===== src/rtl/dbs_pkg.sv =====
package dbs_pkg;
  localparam int LANES  = 4;
  localparam int DATA_W = LANES * 8;

  typedef enum logic [1:0] {
    ST_IDLE = 2'd0,
    ST_ADDR = 2'd1,
    ST_WAIT = 2'd2
  } seq_st_e;

  // Port width in bytes from the acknowledge code, 0 when no acknowledge.
  function automatic logic [2:0] ack_bytes(input logic [1:0] ack);
    case (ack)
      2'b11:   return 3'd4;
      2'b10:   return 3'd2;
      2'b01:   return 3'd1;
      default: return 3'd0;
    endcase
  endfunction

  // Size code to byte count (00 means four).
  function automatic logic [2:0] code_count(input logic [1:0] code);
    return (code == 2'b00) ? 3'd4 : {1'b0, code};
  endfunction
endpackage


===== src/rtl/dbs_take.sv =====
module dbs_take
  import dbs_pkg::*;
(
  input  logic [2:0] rem,
  input  logic [1:0] off,
  input  logic [1:0] ack,
  output logic [2:0] take,
  output logic [1:0] lane_off,
  output logic       hit
);
  logic [2:0] width;
  logic [1:0] mask;
  logic [2:0] room;

  always_comb begin
    width    = ack_bytes(ack);
    hit      = (width != 3'd0);
    mask     = width[1:0] - 2'd1;
    lane_off = off & mask;
    room     = width - {1'b0, lane_off};
    if (!hit)            take = 3'd0;
    else if (rem < room) take = rem;
    else                 take = room;
  end
endmodule


===== src/rtl/dbs_wsteer.sv =====
module dbs_wsteer
  import dbs_pkg::*;
(
  input  logic [DATA_W-1:0] opnd,
  input  logic [1:0]        k,
  input  logic [1:0]        a,
  output logic [DATA_W-1:0] wdata
);
  logic [DATA_W-1:0] shifted;

  // Next unsent operand byte moved to the top.
  assign shifted = opnd << {k, 3'b000};

  for (genvar j = 0; j < LANES; j++) begin : g_lane
    logic [1:0]        rel;
    logic [DATA_W-1:0] pick;
    logic [7:0]        lane_b;
    always_comb begin
      if (2'(j) >= a)                  rel = 2'(j) - a;
      else if (2'(j) >= {1'b0, a[0]})  rel = 2'(j) - {1'b0, a[0]};
      else                             rel = 2'd0;
      pick   = shifted << {rel, 3'b000};
      lane_b = pick[DATA_W-1 -: 8];
    end
    assign wdata[DATA_W-1-8*j -: 8] = lane_b;
  end
endmodule


===== src/rtl/dbs_rcollect.sv =====
module dbs_rcollect
  import dbs_pkg::*;
(
  input  logic              clk,
  input  logic              rst_n,
  input  logic              clr,
  input  logic              cap,
  input  logic [1:0]        k,
  input  logic [2:0]        take,
  input  logic [1:0]        lane_off,
  input  logic [2:0]        size,
  input  logic [DATA_W-1:0] rdata,
  output logic [DATA_W-1:0] rd_data
);
  logic [DATA_W-1:0] asm_q;

  for (genvar p = 0; p < LANES; p++) begin : g_byte
    logic              hit;
    logic [1:0]        src;
    logic [DATA_W-1:0] sh;
    logic [7:0]        byte_d;
    logic [7:0]        byte_q;
    always_comb begin
      hit    = cap && (3'(p) >= {1'b0, k}) && (3'(p) < ({1'b0, k} + take));
      src    = lane_off + 2'(p) - k;
      sh     = rdata << {src, 3'b000};
      byte_d = sh[DATA_W-1 -: 8];
    end
    always_ff @(posedge clk or negedge rst_n) begin
      if (!rst_n)   byte_q <= 8'h00;
      else if (clr) byte_q <= 8'h00;
      else if (hit) byte_q <= byte_d;
    end
    assign asm_q[DATA_W-1-8*p -: 8] = byte_q;
  end

  assign rd_data = asm_q >> {(3'd4 - size), 3'b000};
endmodule


===== src/rtl/dbs_seq.sv =====
module dbs_seq
  import dbs_pkg::*;
#(
  parameter int ADDR_W = 32
) (
  input  logic              clk,
  input  logic              rst_n,
  input  logic              req_valid,
  output logic              req_ready,
  input  logic              req_write,
  input  logic [1:0]        req_size,
  input  logic [ADDR_W-1:0] req_addr,
  input  logic [31:0]       req_wdata,
  output logic [31:0]       rd_data,
  output logic              done,
  output logic              bus_as,
  output logic              bus_rw,
  output logic [1:0]        bus_siz,
  output logic [ADDR_W-1:0] bus_addr,
  output logic [31:0]       bus_wdata,
  input  logic [31:0]       bus_rdata,
  input  logic [1:0]        bus_ack
);
  // Reset: asserted asynchronously, released on the clock.
  logic [1:0] rsync_q;
  logic       rst_s;
  always_ff @(posedge clk or negedge rst_n) begin
    if (!rst_n) rsync_q <= 2'b00;
    else        rsync_q <= {rsync_q[0], 1'b1};
  end
  assign rst_s = rsync_q[1];

  seq_st_e           st_q, st_d;
  logic [ADDR_W-1:0] addr_q, addr_d;
  logic [2:0]        rem_q, rem_d;
  logic [2:0]        size_q, size_d;
  logic [1:0]        k_q, k_d;
  logic              wr_q, wr_d;
  logic [31:0]       opnd_q, opnd_d;
  logic              done_q;
  logic              dp_en;

  logic              start, ack_acc, last;
  logic [2:0]        take, cnt;
  logic [1:0]        lane_off;
  logic              hit;

  dbs_take u_take (
    .rem      (rem_q),
    .off      (addr_q[1:0]),
    .ack      (bus_ack),
    .take     (take),
    .lane_off (lane_off),
    .hit      (hit)
  );

  dbs_wsteer u_wsteer (
    .opnd  (opnd_q),
    .k     (k_q),
    .a     (addr_q[1:0]),
    .wdata (bus_wdata)
  );

  dbs_rcollect u_rcol (
    .clk      (clk),
    .rst_n    (rst_s),
    .clr      (start),
    .cap      (ack_acc && !wr_q),
    .k        (k_q),
    .take     (take),
    .lane_off (lane_off),
    .size     (size_q),
    .rdata    (bus_rdata),
    .rd_data  (rd_data)
  );

  // Next state
  always_comb begin
    cnt     = code_count(req_size);
    start   = (st_q == ST_IDLE) && req_valid;
    ack_acc = (st_q == ST_WAIT) && hit;
    last    = ack_acc && (take == rem_q);
    st_d    = st_q;
    case (st_q)
      ST_IDLE: if (start) st_d = ST_ADDR;
      ST_ADDR: st_d = ST_WAIT;
      ST_WAIT: if (ack_acc) st_d = last ? ST_IDLE : ST_ADDR;
      default: st_d = ST_IDLE;
    endcase
  end

  always_comb begin
    dp_en  = start || ack_acc;
    addr_d = addr_q;
    rem_d  = rem_q;
    size_d = size_q;
    k_d    = k_q;
    wr_d   = wr_q;
    opnd_d = opnd_q;
    if (start) begin
      addr_d = req_addr;
      rem_d  = cnt;
      size_d = cnt;
      k_d    = 2'd0;
      wr_d   = req_write;
      opnd_d = req_wdata << {(3'd4 - cnt), 3'b000};
    end else if (ack_acc) begin
      addr_d = addr_q + ADDR_W'(take);
      rem_d  = rem_q - take;
      k_d    = k_q + take[1:0];
    end
  end

  // Registers
  always_ff @(posedge clk or negedge rst_s) begin
    if (!rst_s) begin
      st_q   <= ST_IDLE;
      done_q <= 1'b0;
    end else begin
      st_q   <= st_d;
      done_q <= last;
    end
  end

  always_ff @(posedge clk or negedge rst_s) begin
    if (!rst_s) begin
      addr_q <= '0;
      rem_q  <= 3'd0;
      size_q <= 3'd4;
      k_q    <= 2'd0;
      wr_q   <= 1'b0;
      opnd_q <= '0;
    end else if (dp_en) begin
      addr_q <= addr_d;
      rem_q  <= rem_d;
      size_q <= size_d;
      k_q    <= k_d;
      wr_q   <= wr_d;
      opnd_q <= opnd_d;
    end
  end

  assign req_ready = (st_q == ST_IDLE);
  assign bus_as    = (st_q != ST_IDLE);
  assign bus_rw    = !wr_q;
  assign bus_siz   = rem_q[1:0];
  assign bus_addr  = addr_q;
  assign done      = done_q;

  // Assertions
  AST_HOLD_UNTIL_ACK: assert property (@(posedge clk) disable iff (!rst_s)
    (bus_as && !ack_acc) |=> (bus_as && $stable(bus_addr) && $stable(bus_siz)));
  AST_FIRST_CLK_WAITS: assert property (@(posedge clk) disable iff (!rst_s)
    (st_q == ST_ADDR) |=> (st_q == ST_WAIT && $stable(bus_addr)));
  AST_TAKE_RANGE: assert property (@(posedge clk) disable iff (!rst_s)
    ack_acc |-> (take != 3'd0 && take <= rem_q));
  AST_ADVANCE: assert property (@(posedge clk) disable iff (!rst_s)
    (ack_acc && !last) |=> (bus_as && rem_q == $past(rem_q) - $past(take)
                            && bus_addr == $past(bus_addr) + ADDR_W'($past(take))));
  AST_DONE_PULSE: assert property (@(posedge clk) disable iff (!rst_s)
    done |=> !done);
  AST_DONE_IDLE: assert property (@(posedge clk) disable iff (!rst_s)
    done |-> (!bus_as && req_ready));
  AST_READY_IDLE: assert property (@(posedge clk) disable iff (!rst_s)
    req_ready |-> !bus_as);
endmodule


===== config.mk =====
export PLATFORM = sky130hd
export DESIGN_NAME = dbs_seq
export DESIGN_NICKNAME = d
export VERILOG_FILES = /design/src/rtl/dbs_pkg.sv /design/src/rtl/dbs_take.sv /design/src/rtl/dbs_wsteer.sv /design/src/rtl/dbs_rcollect.sv /design/src/rtl/dbs_seq.sv
export SDC_FILE = /design/constraint.sdc
export NUM_CORES = 1
export LEC_CHECK = 0
export BUFFER_PORTS_ARGS = -buffer_cell sky130_fd_sc_hd__buf_2
export CORE_MARGIN = 8
export CORE_UTILIZATION = 50
export DETAILED_ROUTE_END_ITERATION = 8
export GPL_TIMING_DRIVEN = 0
export PLACE_DENSITY = 0.75
export SYNTH_ARGS = -nofsm -noshare
export SYNTH_HDL_FRONTEND = slang
export SYNTH_SLANG_ARGS = --single-unit
export TNS_END_PERCENT = 1

===== constraint.sdc =====
create_clock -name clk -period 3.8 [get_ports clk]
set_clock_uncertainty 0.05 [all_clocks]
set_input_delay 0.38 -clock clk [delete_from_list [all_inputs] [get_ports clk]]
set_output_delay 0.38 -clock clk [all_outputs]
set_load 0.05 [all_outputs]

==> results by stage, run 1 <==
Yosys:
- The number of instances in the synthesized netlist is 952.
- In this run, distinct cell masters in the synthesized netlist total 64.
- The portion of synthesized area spent on multiplexers is 0.2616.
- After synthesis the cells add up to 8681 sq um.
- The most used flip-flop cell after synthesis is sky130_fd_sc_hd__dfrtp_1.
- Synthesis produced a netlist with a net count of 1,079.
- The flip-flop and latch count after synthesis is 110.
- The yosys synthesis warning count is 0.
- The synthesized area per cell is 9.119 sq um.
- The post-synthesis share of cell area spent on full adders, half adders and majority gates is 0.03575.
- The count of flip-flops with a built-in enable after synthesis is 0.
- In the synthesized netlist the async set-or-reset flop fraction comes to 1.000.
- After synthesis, the largest family of logic cells by area is multiplexers.
- Of the total synthesized cell area, the portion taken by AND, OR, NAND and NOR gates is 0.1666.
- The share of the Yosys chip area taken by registers is 0.3172.
- Of the total synthesized cell area, the portion taken by XOR and XNOR cells is 0.01326.
- The compound-cell area share of the yosys netlist came to 0.1580.

Clocking:
- After clock tree synthesis, the clock-pin slew on the worst setup and hold paths is 80 ps.
- The insertion delay of the later-clocked pin in the worst-skew pair is 360 ps.
- TritonCTS built the clock tree.
- The number of buffers inserted during clock tree synthesis is 9.
- The number of H-tree branching levels is 3.
- The maximum clock insertion buffer count is 2.
- The tree is rooted in a sky130_fd_sc_hd__clkbuf_16.
- CTS saw 110 sinks.

Timing:
- Derived from the worst setup path, the maximum achievable clock frequency is 251.0 MHz.
- The minimum setup slack in the final design is -183.5 ps.
- For the pin with the worst max-slew slack, the measured transition is 1051 ps.
- The post-route minimum period is 3983 ps.
- On the final layout, the worst hold slack is 166.8 ps.
- The number of pins with negative max-slew slack in the final report is 0.
- Setup repair after global routing could not meet its margin everywhere.
- In the finished design, the share of the clock period the worst path needs comes to 1.048.
- Headroom to the max-slew limit came out at 0.2978.
- The final number of setup-violating endpoints is 19.
- The final number of hold-violating endpoints is 0.

Worst setup path:
- The endpoint class of the critical path is a flop.
- The type of origin of the critical path is a flop.
- The count of buffer and inverter cells on the critical path is 3.
- The cell with the biggest individual delay on the critical path is sky130_fd_sc_hd__or4_4.
- Following the worst setup path forward leads to its endpoint at bus_addr[26]$_DFFE_PN0P_.
- Across all register-to-register paths, the minimum setup slack is -180 ps.
- The logic depth of the worst register-to-register path is 17.
- The gate family responsible for the most delay along the worst path is simple AND/OR/NAND/NOR gates.
- The highest fanout seen on the critical path is 5.
- The startpoint of the most critical setup path is bus_addr[1]$_DFFE_PN0P_.
- Walking the worst path, the cells encountered are clkbuf_16, clkinv_8, nor2_4, a21oi_2, ha_4, nor2_4, xor2_1, ha_1, o21ba_4, mux2i_4, ha_4, fa_2, a21oi_4, or4_4, buf_8, or4b_1, a31oi_1.
- The startpoint identified for the worst register-to-register timing path is bus_addr[1]$_DFFE_PN0P_.
- STA puts the critical path data required time at 4020 ps.
- The data arrival at the endpoint of the critical path is 4210 ps.
- In this design, the stage delay of the slowest critical-path cell is 620 ps.
- The kind of critical path is reg -> reg.
- The critical register-to-register path endpoint is bus_addr[26]$_DFFE_PN0P_.
- The critical path depth is 17.

Run:
- Max-cap violations in this run came to 0.

Route:
- The first TritonRoute pass finished after 5 iterations.
- The DRC marker count from the first detailed-route iteration is 661.
- In the routed layout, each cell is associated on average with a via count of 5.978.
- The post-route antenna net violation count is 0.
- The routed design has 28,460 um of wire.
- The DRC violations left is 0.
- Dividing the detail-routed wire length by the instance count gives 20.11 um.
- The total via count after detailed routing is 8,459.

Floorplanning:
- For this configuration, the core starts out at a cell density of 0.5072.
- The floorplan step set the die height to 147.8 um.
- In this run the horizontal extent of the chip is 147.8 um.
- The area inside the core boundary is 17,120 sq um.
- The boundary pin count is 206.
- The floorplan step defined a die boundary enclosing 21,830 sq um.
- The cell row count is 48.

Global routing:
- The first global-routing pass estimated 44,950 um of wire.
- The number of global-route vias before repair is 8,477.
- Summed over all layers, the global routing overflow is 0.
- Entering global routing, the biggest net connects 59 pins.
- In the global route stage, overall resource usage came out at 0.2542.
- The initial antenna violation count was 0.

Run status:
- The run finished, with violations left.
- The checks that failed: setup timing.

Layout:
- The final layout contains 1,312 nets.
- The layout overhead on the synthesized area is 24.42%.
- The library cells used most frequently in the layout, excluding fill and tap cells, are 209 x sky130_fd_sc_hd__buf_2, 164 x sky130_fd_sc_hd__mux2i_1, 106 x sky130_fd_sc_hd__dfrtp_1.
- The ratio of cells with drive above 1 in the final layout is 0.3017.
- The antenna diode count is 0.
- The library cell used most frequently in the layout, excluding fill and tap cells, is sky130_fd_sc_hd__buf_2.

Placement:
- The post-DP HPWL is 21,550 um.
- In this run the tool buffered the top-level ports with 205 buffer cells.
- Routability-driven placement finished with a final weighted congestion of 0.9216.

Hold path:
- The worst min-delay path class is in -> reg.
## final cells by class
type | count | area [sq um]
well taps | 225 | 281.5
plain buffers | 75 | 374.1
clock inverters | 3 | 68.82
inverters | 24 | 105.1
clock buffers | 13 | 250.2
flip-flops and latches | 110 | 2760
repair buffers | 226 | 1227
multi-input cells | 739 | 5733
fillers | 1473 | 6316
## kinds of logic after synthesis
logic type,Yosys count
simple gates,284
fa+ha+maj,23
flops,110
mux,220
xor+xnor,10
compound gates,201
buf+inv,103
other cells,1
## how the worst min path moves through the flow
| stage | cells past startpoint | slack (ps) | startpoint | end |
|---|---|---|---|---|
| after floorplan | 0 | 30 | rst_n | rsync_q[0]$_DFF_PN0_ |
| after global placement | 1 | 120 | rst_n | rsync_q[0]$_DFF_PN0_ |
| after detailed placement | 1 | 120 | rst_n | rsync_q[1]$_DFF_PN0_ |
| after CTS | 3 | 170 | req_write | wr_q$_DFFE_PN0P_ |
| after global routing | 3 | 190 | req_write | wr_q$_DFFE_PN0P_ |
| final | 3 | 170 | req_write | wr_q$_DFFE_PN0P_ |
## registers in the layout, indices dropped and copies added, names as in the netlist
name	flops
size_q	3
k_q	2
opnd_q	32
st_q	2
u_rcol.g_byte.byte_q	32
wr_q	1
bus_addr	32
rem_q	3
done	1
rsync_q	2
## synth_stat cells, types with 8 or more instances
library cell / count / area share
sky130_fd_sc_hd__a211oi_1: 17 / 0.015
sky130_fd_sc_hd__a21oi_1: 37 / 0.021
sky130_fd_sc_hd__a22o_1: 9 / 0.0091
sky130_fd_sc_hd__a31oi_1: 21 / 0.015
sky130_fd_sc_hd__and2_1: 18 / 0.013
sky130_fd_sc_hd__and3_1: 11 / 0.0079
sky130_fd_sc_hd__buf_1: 9 / 0.0039
sky130_fd_sc_hd__clkbuf_1: 63 / 0.027
sky130_fd_sc_hd__dfrtp_1: 109 / 0.31
sky130_fd_sc_hd__ha_1: 20 / 0.029
sky130_fd_sc_hd__inv_1: 22 / 0.0095
sky130_fd_sc_hd__mux2_2: 55 / 0.071
sky130_fd_sc_hd__mux2i_1: 165 / 0.19
sky130_fd_sc_hd__nand2_1: 78 / 0.034
sky130_fd_sc_hd__nand3_1: 19 / 0.011
sky130_fd_sc_hd__nor2_1: 72 / 0.031
sky130_fd_sc_hd__nor2b_1: 15 / 0.011
sky130_fd_sc_hd__nor3b_1: 12 / 0.010
sky130_fd_sc_hd__o211ai_1: 9 / 0.0078
sky130_fd_sc_hd__o21a_1: 8 / 0.0069
sky130_fd_sc_hd__o21ai_0: 29 / 0.017
sky130_fd_sc_hd__o22ai_1: 12 / 0.0086
sky130_fd_sc_hd__o31ai_1: 21 / 0.018
sky130_fd_sc_hd__or2_2: 9 / 0.0065
sky130_fd_sc_hd__or4_1: 14 / 0.012
## layer usage
layer | wire length, um | track usage | part of all wire | vias to the layer above
li1 | - | - | - | 3962
met1 | 12330 | 0.3326 | 0.43 | 4076
met2 | 13510 | 0.4236 | 0.47 | 382
met3 | 2080 | 0.04341 | 0.073 | 39
met4 | 542 | 0.07292 | 0.019 | 0
met5 | 0 | 0 | 0 | -
## through the flow
| stage | TNS, ps | worst slack [ps] | utilization | area, sq um | std cells |
|---|---|---|---|---|---|
| CTS | -3058 | -217.0 | 0.6229 | 10660 | 1409 |
| global placement | -134620 | -1314 | 0.5916 | 10130 | 1382 |
| finish | -1766 | -183.5 | 0.6310 | 10800 | 1415 |
| detailed placement | -37090 | -768.5 | 0.5934 | 10160 | 1383 |
| floorplan | -8379 | -410.8 | - | 8818 | 952 |
| global route | -5933 | -327.6 | 0.6310 | 10800 | 1415 |
## repair_timing
action	4_1_cts	5_1_grt
pin swaps	14	18
hold endpoints to repair	2	0
setup buffers	12	6
hold buffers	1	0
endpoints found under the setup margin	87	80
resized for setup	28	24
gates cloned	1	0
## worst register-to-register path, stage by stage (launching register included)
cell	delay, ps
sky130_fd_sc_hd__dfrtp_2	430
sky130_fd_sc_hd__clkbuf_16	160
sky130_fd_sc_hd__clkinv_8	50
sky130_fd_sc_hd__nor2_4	30
sky130_fd_sc_hd__a21oi_2	150
sky130_fd_sc_hd__ha_4	160
sky130_fd_sc_hd__nor2_4	40
sky130_fd_sc_hd__xor2_1	160
sky130_fd_sc_hd__ha_1	300
sky130_fd_sc_hd__o21ba_4	220
sky130_fd_sc_hd__mux2i_4	220
sky130_fd_sc_hd__ha_4	180
sky130_fd_sc_hd__fa_2	240
sky130_fd_sc_hd__a21oi_4	70
sky130_fd_sc_hd__or4_4	620
sky130_fd_sc_hd__buf_8	170
sky130_fd_sc_hd__or4b_1	470
sky130_fd_sc_hd__a31oi_1	170
Power of run 1 is left out: the tool's default activity adds up to more than one toggle a clock period on the data nets, which glitch-free logic cannot reach.
==> run 2, diff against run 1 <==
--- a/config.mk
+++ b/config.mk
@@ -6,12 +6,13 @@
 export NUM_CORES = 1
 export LEC_CHECK = 0
 export BUFFER_PORTS_ARGS = -buffer_cell sky130_fd_sc_hd__buf_2
+export CAP_MARGIN = 30
 export CORE_MARGIN = 8
 export CORE_UTILIZATION = 50
+export CTS_CLUSTER_SIZE = 25
 export DETAILED_ROUTE_END_ITERATION = 8
 export GPL_TIMING_DRIVEN = 0
 export PLACE_DENSITY = 0.75
 export SYNTH_ARGS = -nofsm -noshare
 export SYNTH_HDL_FRONTEND = slang
 export SYNTH_SLANG_ARGS = --single-unit
-export TNS_END_PERCENT = 1
==> run 2 against run 1 <==
The flow still finishes with violations (setup timing). Non-clock buffer count is 1 lower. First-iteration DRC count is 2.6% higher. Via count is 0.69% lower. Routed wire length is 0.38% lower. Register-to-register slack better by 80 ps. Fmax is 2.0% higher. Utilization is 0.61 points higher. Worst hold slack better by 18 ps. Sequential share of layout area is 0.24 points lower. Global-route usage hardly changed. Final area is 0.96% higher. Final cell count stayed put. Critical path type unchanged. Critical endpoint is now bus_addr[18]$_DFFE_PN0P_. Highest routed layer is now met5.
==> results by stage, run 2 (synthesis results as in run 1) <==
Route:
- The DRC marker count from the first detailed-route iteration is 678 (+2.6%).
- The mean number of vias per cell is 5.937 (-0.69%).
- The number of detailed-routing iterations run before antenna repair is 5 (unchanged).
- The DRC violations left is 0 (unchanged).
- The post-route antenna net violation count is 0 (unchanged).
- The total via count after detailed routing is 8,401 (-0.69%).
- The wire length after detailed routing was 28,350 um (-0.38%).
- The routed wirelength normalized by instance count was 20.04 um (-0.38%).

Worst setup path:
- The startpoint identified for the worst register-to-register timing path is bus_addr[1]$_DFFE_PN0P_.
- The logic depth of the worst register-to-register path is 15 (-2).
- The most numerous cell type found on the critical path is sky130_fd_sc_hd__or4_4.
- The cell with the biggest individual delay on the critical path is sky130_fd_sc_hd__or4_4.
- STA classifies the critical path endpoint as a flop.
- The data arrival at the endpoint of the critical path is 4130 ps (-80 ps).
- The minimum setup slack among reg-to-reg paths is -110 ps (+80 ps).
- The type of origin of the critical path is a flop.
- The kind of critical path is reg -> reg.
- The largest incremental delay on the critical path is 580 ps (-40 ps).
- The highest fanout seen on the critical path is 3 (-2).
- The count of buffer and inverter cells on the critical path is 2 (-1).
- Walking the worst path, the cells encountered are buf_4, nor2b_2, nor2b_1, nor2_4, xor2_1, ha_1, o21ba_4, mux2i_4, ha_4, fa_2, a21oi_4, or4_4, buf_12, or4_4, a31oi_1.
- Broken down by cell family, the worst path's largest delay share belongs to simple AND/OR/NAND/NOR gates.
- The critical register-to-register path endpoint is bus_addr[18]$_DFFE_PN0P_.
- The data required time at the worst endpoint came to 4030 ps (about the same).

Global routing:
- The first-pass GRT wire length is 45,330 um (+0.86%).
- The largest net degree at the start of global routing is 69 (+17%).
- The initial antenna violation count is 1 (+1).
- The number of global-route vias before repair is 8,490 (+0.15%).
- The residual overflow from global routing is 0 (unchanged).
- The total global routing track utilization is 0.2545 (+0.0003106).

Floorplanning:
- The cell row count is 48 (unchanged).
- The area inside the core boundary is 17,120 sq um (unchanged).
- The horizontal die dimension is 147.8 um (unchanged).
- The boundary pin count is 206 (unchanged).
- The total die area is 21,830 sq um (unchanged).
- The starting density of the core was 0.5072 (unchanged).
- The overall die height is 147.8 um (unchanged).

Hold path:
- The hold path depth is 3 (unchanged).
- The worst hold path begins at req_addr[0].
- The tightest min-delay check is of the in -> reg type.
- The terminating pin of the worst hold path is bus_addr[0]$_DFFE_PN0P_.

Layout:
- The non-filler instance count after layout is 1,415 (unchanged).
- The ratio of cells with drive above 1 in the final layout was 0.3154 (+0.01371).
- Relative to the synthesized area, the layout overhead comes to 25.61%.
- The final cell area excluding filler cells is 10,900 sq um (+0.96%).
- Leaving out fill and tap cells, the most frequent cells in the layout are 209 x sky130_fd_sc_hd__buf_2, 164 x sky130_fd_sc_hd__mux2i_1, 106 x sky130_fd_sc_hd__dfrtp_1.
- The leading cell type in the layout, fill and taps excluded is sky130_fd_sc_hd__buf_2.
- The count of nets after finishing is 1,311 (-0.076%).

Clocking:
- The maximum clock insertion buffer count is 2 (unchanged).
- TritonCTS built the clock tree.
- The clock root buffer master is sky130_fd_sc_hd__clkbuf_16.
- The number of buffers inserted during clock tree synthesis came to 9 (unchanged).
- The insertion delay of the later-clocked pin in the worst-skew pair is 360 ps (about the same).
- The post-CTS clock slew at the launch and capture registers of the worst setup and hold paths is 80 ps (about the same).
- The number of H-tree branching levels came to 3 (unchanged).
- The number of clock sinks seen by CTS is 110 (unchanged).

Timing:
- The final number of setup-violating endpoints is 22 (+3).
- The post-route fraction of the period consumed by the critical path came to 1.028 (-0.02021).
- The number of pins with negative max-slew slack in the final report is 0 (unchanged).
- The final number of hold-violating endpoints was 0 (unchanged).
- The worst max-slew margin expressed relative to the limit is 0.4055 (+0.1077).
- The maximum clock rate is 256.0 MHz (+2.0%).
- The post-route minimum period is 3907 ps (-76.79 ps).
- The minimum setup slack in the final design is -106.7 ps (+76.79 ps).
- The slew at the pin closest to its max-slew limit is 891.8 ps (-159.3 ps).
- Setup repair after global routing could not meet its margin everywhere.

Placement:
- The global placer's final weighted congestion is 0.8899 (-3.4%).
- The instance area at placement is 10,220 sq um (+0.62%).
- The count of input and output buffers is 205 (unchanged).
- The instance count after placement with tap cells included was 1,384 (+0.072%).
- The post-DP HPWL was 21,360 um (-0.90%).

Run status:
- The flow ran to the end, but the final reports show violations.
- The checks that failed: setup timing.

Run:
- The max-cap check violation count came to 0 (unchanged).
-- run 2: cell count changes in the layout (fill, tap and decap cells not counted), moves of 3 or more --
cell / before / now
sky130_fd_sc_hd__clkbuf_8: 1 / 4
sky130_fd_sc_hd__a211oi_1: 17 / 13
sky130_fd_sc_hd__buf_12: 0 / 4
sky130_fd_sc_hd__a211oi_2: 0 / 4
sky130_fd_sc_hd__buf_4: 20 / 17
sky130_fd_sc_hd__clkbuf_1: 54 / 49
-- run 2: layer usage --
metal / routed length, um / GRT usage / vias up / part of all wire
li1: - / - / 3957 / -
met1: 12120 / 0.3316 / 4053 / 0.43
met2: 13430 / 0.4174 / 350 / 0.47
met3: 2344 / 0.05870 / 39 / 0.083
met4: 447 / 0.06629 / 2 / 0.016
met5: 8 / 0 / - / 0.00028
-- run 2: timing repair --
item,CTS,global route
hold buffers,1,0
setup endpoints to repair,87,73
setup buffers,12,5
cloned,1,0
gates resized for setup,22,30
hold endpoints to repair,2,0
pin swaps,14,19
-- run 2: final cells by class --
class | instances | area, sq um
multi-input combinational | 739 | 5806
clock buffer | 11 | 252.7
fill | 1461 | 6212
inverter | 24 | 106.4
sequential | 110 | 2760
antenna | 1 | 2.502
tap | 225 | 281.5
clock inverter | 5 | 38.79
timing repair buffer | 226 | 1251
buffer | 74 | 405.4
-- run 2: worst max path at each step --
stage / start / end / cells past startpoint
after floorplan: bus_addr[0]$_DFFE_PN0P_ / bus_addr[28]$_DFFE_PN0P_ / 17
after global placement: rsync_q[1]$_DFF_PN0_ / bus_addr[0]$_DFFE_PN0P_ / 0
after detailed placement: bus_ack[0] / bus_addr[28]$_DFFE_PN0P_ / 17
after CTS: bus_addr[1]$_DFFE_PN0P_ / bus_addr[28]$_DFFE_PN0P_ / 17
after global routing: bus_addr[0]$_DFFE_PN0P_ / bus_addr[27]$_DFFE_PN0P_ / 15
final: bus_addr[1]$_DFFE_PN0P_ / bus_addr[18]$_DFFE_PN0P_ / 15
-- run 2: worst reg2reg max path: stages (launching register included) --
cell and delay [ps]:
sky130_fd_sc_hd__dfrtp_2 440, sky130_fd_sc_hd__buf_4 140, sky130_fd_sc_hd__nor2b_2 180, sky130_fd_sc_hd__nor2b_1 200, sky130_fd_sc_hd__nor2_4 60, sky130_fd_sc_hd__xor2_1 160, sky130_fd_sc_hd__ha_1 290, sky130_fd_sc_hd__o21ba_4 170
sky130_fd_sc_hd__mux2i_4 260, sky130_fd_sc_hd__ha_4 180, sky130_fd_sc_hd__fa_2 230, sky130_fd_sc_hd__a21oi_4 70, sky130_fd_sc_hd__or4_4 580, sky130_fd_sc_hd__buf_12 160, sky130_fd_sc_hd__or4_4 470, sky130_fd_sc_hd__a31oi_1 190
-- run 2: stage by stage --
| stage | hold slack [ps] | setup WS (ps) | setup TNS [ps] | utilization |
|---|---|---|---|---|
| finish | 185.3 | -106.7 | -932.8 | 0.6371 |
| detailed placement | 119.2 | -672.9 | -27550 | 0.5971 |
| floorplan | 34.41 | -407.6 | -5002 | - |
| global route | 195.9 | -207.4 | -4102 | 0.6369 |
| CTS | 181.5 | -163.5 | -1794 | 0.6257 |
| global placement | 117.0 | -1307 | -122920 | 0.5950 |
Power of run 2 is left out for the same reason.
==> run 3, diff against run 2 <==
==> constraint.sdc (replaced) <==
create_clock -name clk -period 3.8 [get_ports clk]
set_clock_uncertainty 0.05 [all_clocks]
set_input_delay 0.57 -clock clk [delete_from_list [all_inputs] [get_ports clk]]
set_output_delay 0.57 -clock clk [all_outputs]
set_load 0.05 [all_outputs]
==> run 3 against run 2 <==
The flow still finishes with violations (setup timing). Via count is 1.3% higher. Critical endpoint is now bus_addr[28]$_DFFE_PN0P_. Final area grew 2.2%. Sequential share of layout area down 0.54 points. Worst hold slack improved by 110 ps. Critical path depth up 2. Count of clock-buffer cells in the layout unchanged. Routed wire length increased by 0.26%.
==> results by stage, run 3 (synthesis results as in run 1) <==
Hold path:
- The worst min-delay path class is reg -> async.

Placement:
- The post-DP HPWL was 21,360 um (about the same).
- The global placer's final weighted congestion was 0.8947 (+0.54%).
- The count of input and output buffers is 205 (unchanged).
- The instance count after placement with tap cells included is 1,384 (unchanged).

Timing:
- The post-route fraction of the period consumed by the critical path is 1.028 (about the same).
- Setup repair after global routing could not meet its margin everywhere.
- The worst max-slew margin expressed relative to the limit is 0.4381 (+0.03258).
- The final number of setup-violating endpoints came to 15 (-32%).
- The final number of hold-violating endpoints is 0 (unchanged).
- The minimum setup slack in the final design is -107.2 ps (-0.5600 ps).
- The setup TNS came to -828.1 ps (+104.6 ps).
- The slew at the pin closest to its max-slew limit is 842.9 ps (-48.88 ps).
- The number of pins with negative max-slew slack in the final report is 0 (unchanged).
- The maximum clock rate came to 255.9 MHz (about the same).
- The post-route minimum period is 3907 ps (+0.5600 ps).

Layout:
- The footprint of the flip-flops and latches was 2760 sq um (unchanged).
- The ratio of cells with drive above 1 in the final layout came to 0.3447 (+0.02935).
- The antenna diode count came to 0 (-1).
- The non-filler instance count after layout came to 1,423 (+0.57%).
- The area taken by multi-input logic gates was 5956 sq um (+2.6%).
- The count of nets after finishing is 1,320 (+0.69%).
- In the layout the commonest cells are 208 x sky130_fd_sc_hd__buf_2, 163 x sky130_fd_sc_hd__mux2i_1, 106 x sky130_fd_sc_hd__dfrtp_1.
- The number of inserted filler cells in the final layout is 1,415 (-3.1%).
- Leaving out fill and tap cells, the most frequent cell in the layout is sky130_fd_sc_hd__buf_2.
- From synthesis to final layout, the design area changed by 28.37%.

Clocking:
- The number of clock sinks seen by CTS is 110 (unchanged).
- The maximum clock insertion buffer count is 2 (unchanged).
- The number of buffers inserted during clock tree synthesis is 9 (unchanged).
- The insertion delay of the later-clocked pin in the worst-skew pair is 360 ps (about the same).
- The clock root buffer master is sky130_fd_sc_hd__clkbuf_16.
- The number of H-tree branching levels is 3 (unchanged).
- The TritonCTS clock tree is built.
- The post-CTS clock slew at the launch and capture registers of the worst setup and hold paths is 80 ps (about the same).

Floorplanning:
- The area inside the core boundary was 17,120 sq um (unchanged).
- The starting density of the core came to 0.5072 (unchanged).
- The overall die height is 147.8 um (unchanged).
- The boundary pin count came to 206 (unchanged).
- The horizontal die dimension came to 147.8 um (unchanged).
- The total die area came to 21,830 sq um (unchanged).
- The cell row count is 48 (unchanged).

Run status:
- The checks that failed: setup timing.
- The flow ran to the end, but the final reports show violations.

Global routing:
- The residual overflow from global routing was 0 (unchanged).
- The largest net degree at the start of global routing is 68 (-1.4%).
- The total global routing track utilization came to 0.2557 (+0.001175).
- The number of global-route vias before repair is 8,608 (+1.4%).
- The initial antenna violation count was 1 (unchanged).
- The first-pass GRT wire length is 45,380 um (+0.11%).

Route:
- The mean number of vias per cell is 5.981 (+0.74%).
- The post-route antenna net violation count was 0 (unchanged).
- The DRC marker count from the first detailed-route iteration is 746 (+10%).
- The routed wirelength normalized by instance count is 19.97 um (-0.30%).
- The number of detailed-routing iterations run before antenna repair is 4 (-1).
- The total via count after detailed routing was 8,511 (+1.3%).
- The DRC violations left is 0 (unchanged).
- The wire length after detailed routing was 28,420 um (+0.26%).

Worst setup path:
- The highest fanout seen on the critical path is 5 (+2).
- On the critical path, the stage with the largest delay is an instance of sky130_fd_sc_hd__or4_4.
- The type of origin of the critical path is a flop.
- In this design, the largest share of critical-path delay is due to simple AND/OR/NAND/NOR gates.
- Walking the worst path, the cells encountered are clkbuf_16, clkinv_8, nor2_4, a21oi_4, ha_4, nor2_4, xor2_1, ha_1, o21ba_4, mux2i_4, ha_4, fa_2, a21oi_4, or4_4, buf_6, or4b_4, a31oi_1.
- The startpoint of the most critical setup path is bus_addr[1]$_DFFE_PN0P_.
- The logic depth of the worst register-to-register path is 17 (+2).
- The data arrival at the endpoint of the critical path is 4140 ps (about the same).
- The endpoint identified for the worst register-to-register timing path is bus_addr[28]$_DFFE_PN0P_.
- The minimum setup slack among reg-to-reg paths is -110 ps (about the same).
- The data required time at the worst endpoint is 4040 ps (about the same).
- The largest incremental delay on the critical path is 580 ps (about the same).
- The critical path depth is 17 (+2).
- The critical register-to-register path startpoint is bus_addr[1]$_DFFE_PN0P_.
- The worst setup path is of the reg -> reg kind.
- STA classifies the critical path endpoint as a flop.
- The count of buffer and inverter cells on the critical path is 3 (+1).

Run:
- The max-cap check violation count is 0 (unchanged).
==> run 3: changes by cell type in the layout (fill, tap and decap cells not counted), moves of 2 or more <==
| cell | delta |
|---|---|
| sky130_fd_sc_hd__clkbuf_1 | -7 |
| sky130_fd_sc_hd__ha_1 | -3 |
| sky130_fd_sc_hd__o32ai_2 | +7 |
| sky130_fd_sc_hd__buf_6 | +4 |
| sky130_fd_sc_hd__o31ai_2 | +4 |
| sky130_fd_sc_hd__buf_8 | +2 |
| sky130_fd_sc_hd__clkbuf_2 | +6 |
| sky130_fd_sc_hd__or4b_1 | -2 |
| sky130_fd_sc_hd__o32ai_1 | -7 |
| sky130_fd_sc_hd__or4b_4 | +2 |
| sky130_fd_sc_hd__o31ai_1 | -3 |
| sky130_fd_sc_hd__ha_4 | +2 |
| sky130_fd_sc_hd__buf_4 | +8 |
==> run 3: how the worst max path moves through the flow <==
stage                          endpoint  slack [ps]
4_1_cts        bus_addr[28]$_DFFE_PN0P_        -140
2_1_floorplan  bus_addr[28]$_DFFE_PN0P_        -410
6_report       bus_addr[28]$_DFFE_PN0P_        -110
3_3_place_gp    bus_addr[0]$_DFFE_PN0P_       -1370
5_1_grt        bus_addr[20]$_DFFE_PN0P_        -230
3_5_place_dp   bus_addr[28]$_DFFE_PN0P_       -1010
==> run 3: per-stage QoR <==
step / utilization / hold slack (ps) / area (sq um) / setup slack [ps]
after global routing: 0.6510 / 327.8 / 11140 / -228.1
after global placement: 0.5980 / 284.0 / 10240 / -1367
after floorplan: - / 224.4 / 8929 / -407.6
after CTS: 0.6360 / 311.2 / 10890 / -136.7
final: 0.6510 / 293.7 / 11140 / -107.2
after detailed placement: 0.6001 / 292.8 / 10270 / -1009
==> run 3: cell type report <==
type,count,area share
Sequential cell,110,0.2477
Tap cell,225,0.02526
Clock inverter,5,0.003705
Multi-Input combinational cell,739,0.5345
Clock buffer,11,0.02268
Timing Repair Buffer,237,0.1207
Buffer,72,0.03616
Inverter,24,0.009320
==> run 3: what timing repair did <==
action | 4_1_cts | 5_1_grt
pin swaps | 23 | 25
cloned | 2 | 0
setup endpoints to repair | 102 | 85
resized for setup | 43 | 44
setup buffers | 16 | 11
hold endpoints to repair | 2 | 0
hold buffers | 1 | 0
==> run 3: routing by layer <==
metal / vias to the layer above / GRT usage / wire (um)
li1: 3975 / - / -
met1: 4134 / 0.3366 / 12330
met2: 356 / 0.4122 / 13350
met3: 44 / 0.05503 / 2083
met4: 2 / 0.07955 / 650
met5: - / 0 / 8
Power of run 3 is left out for the same reason.
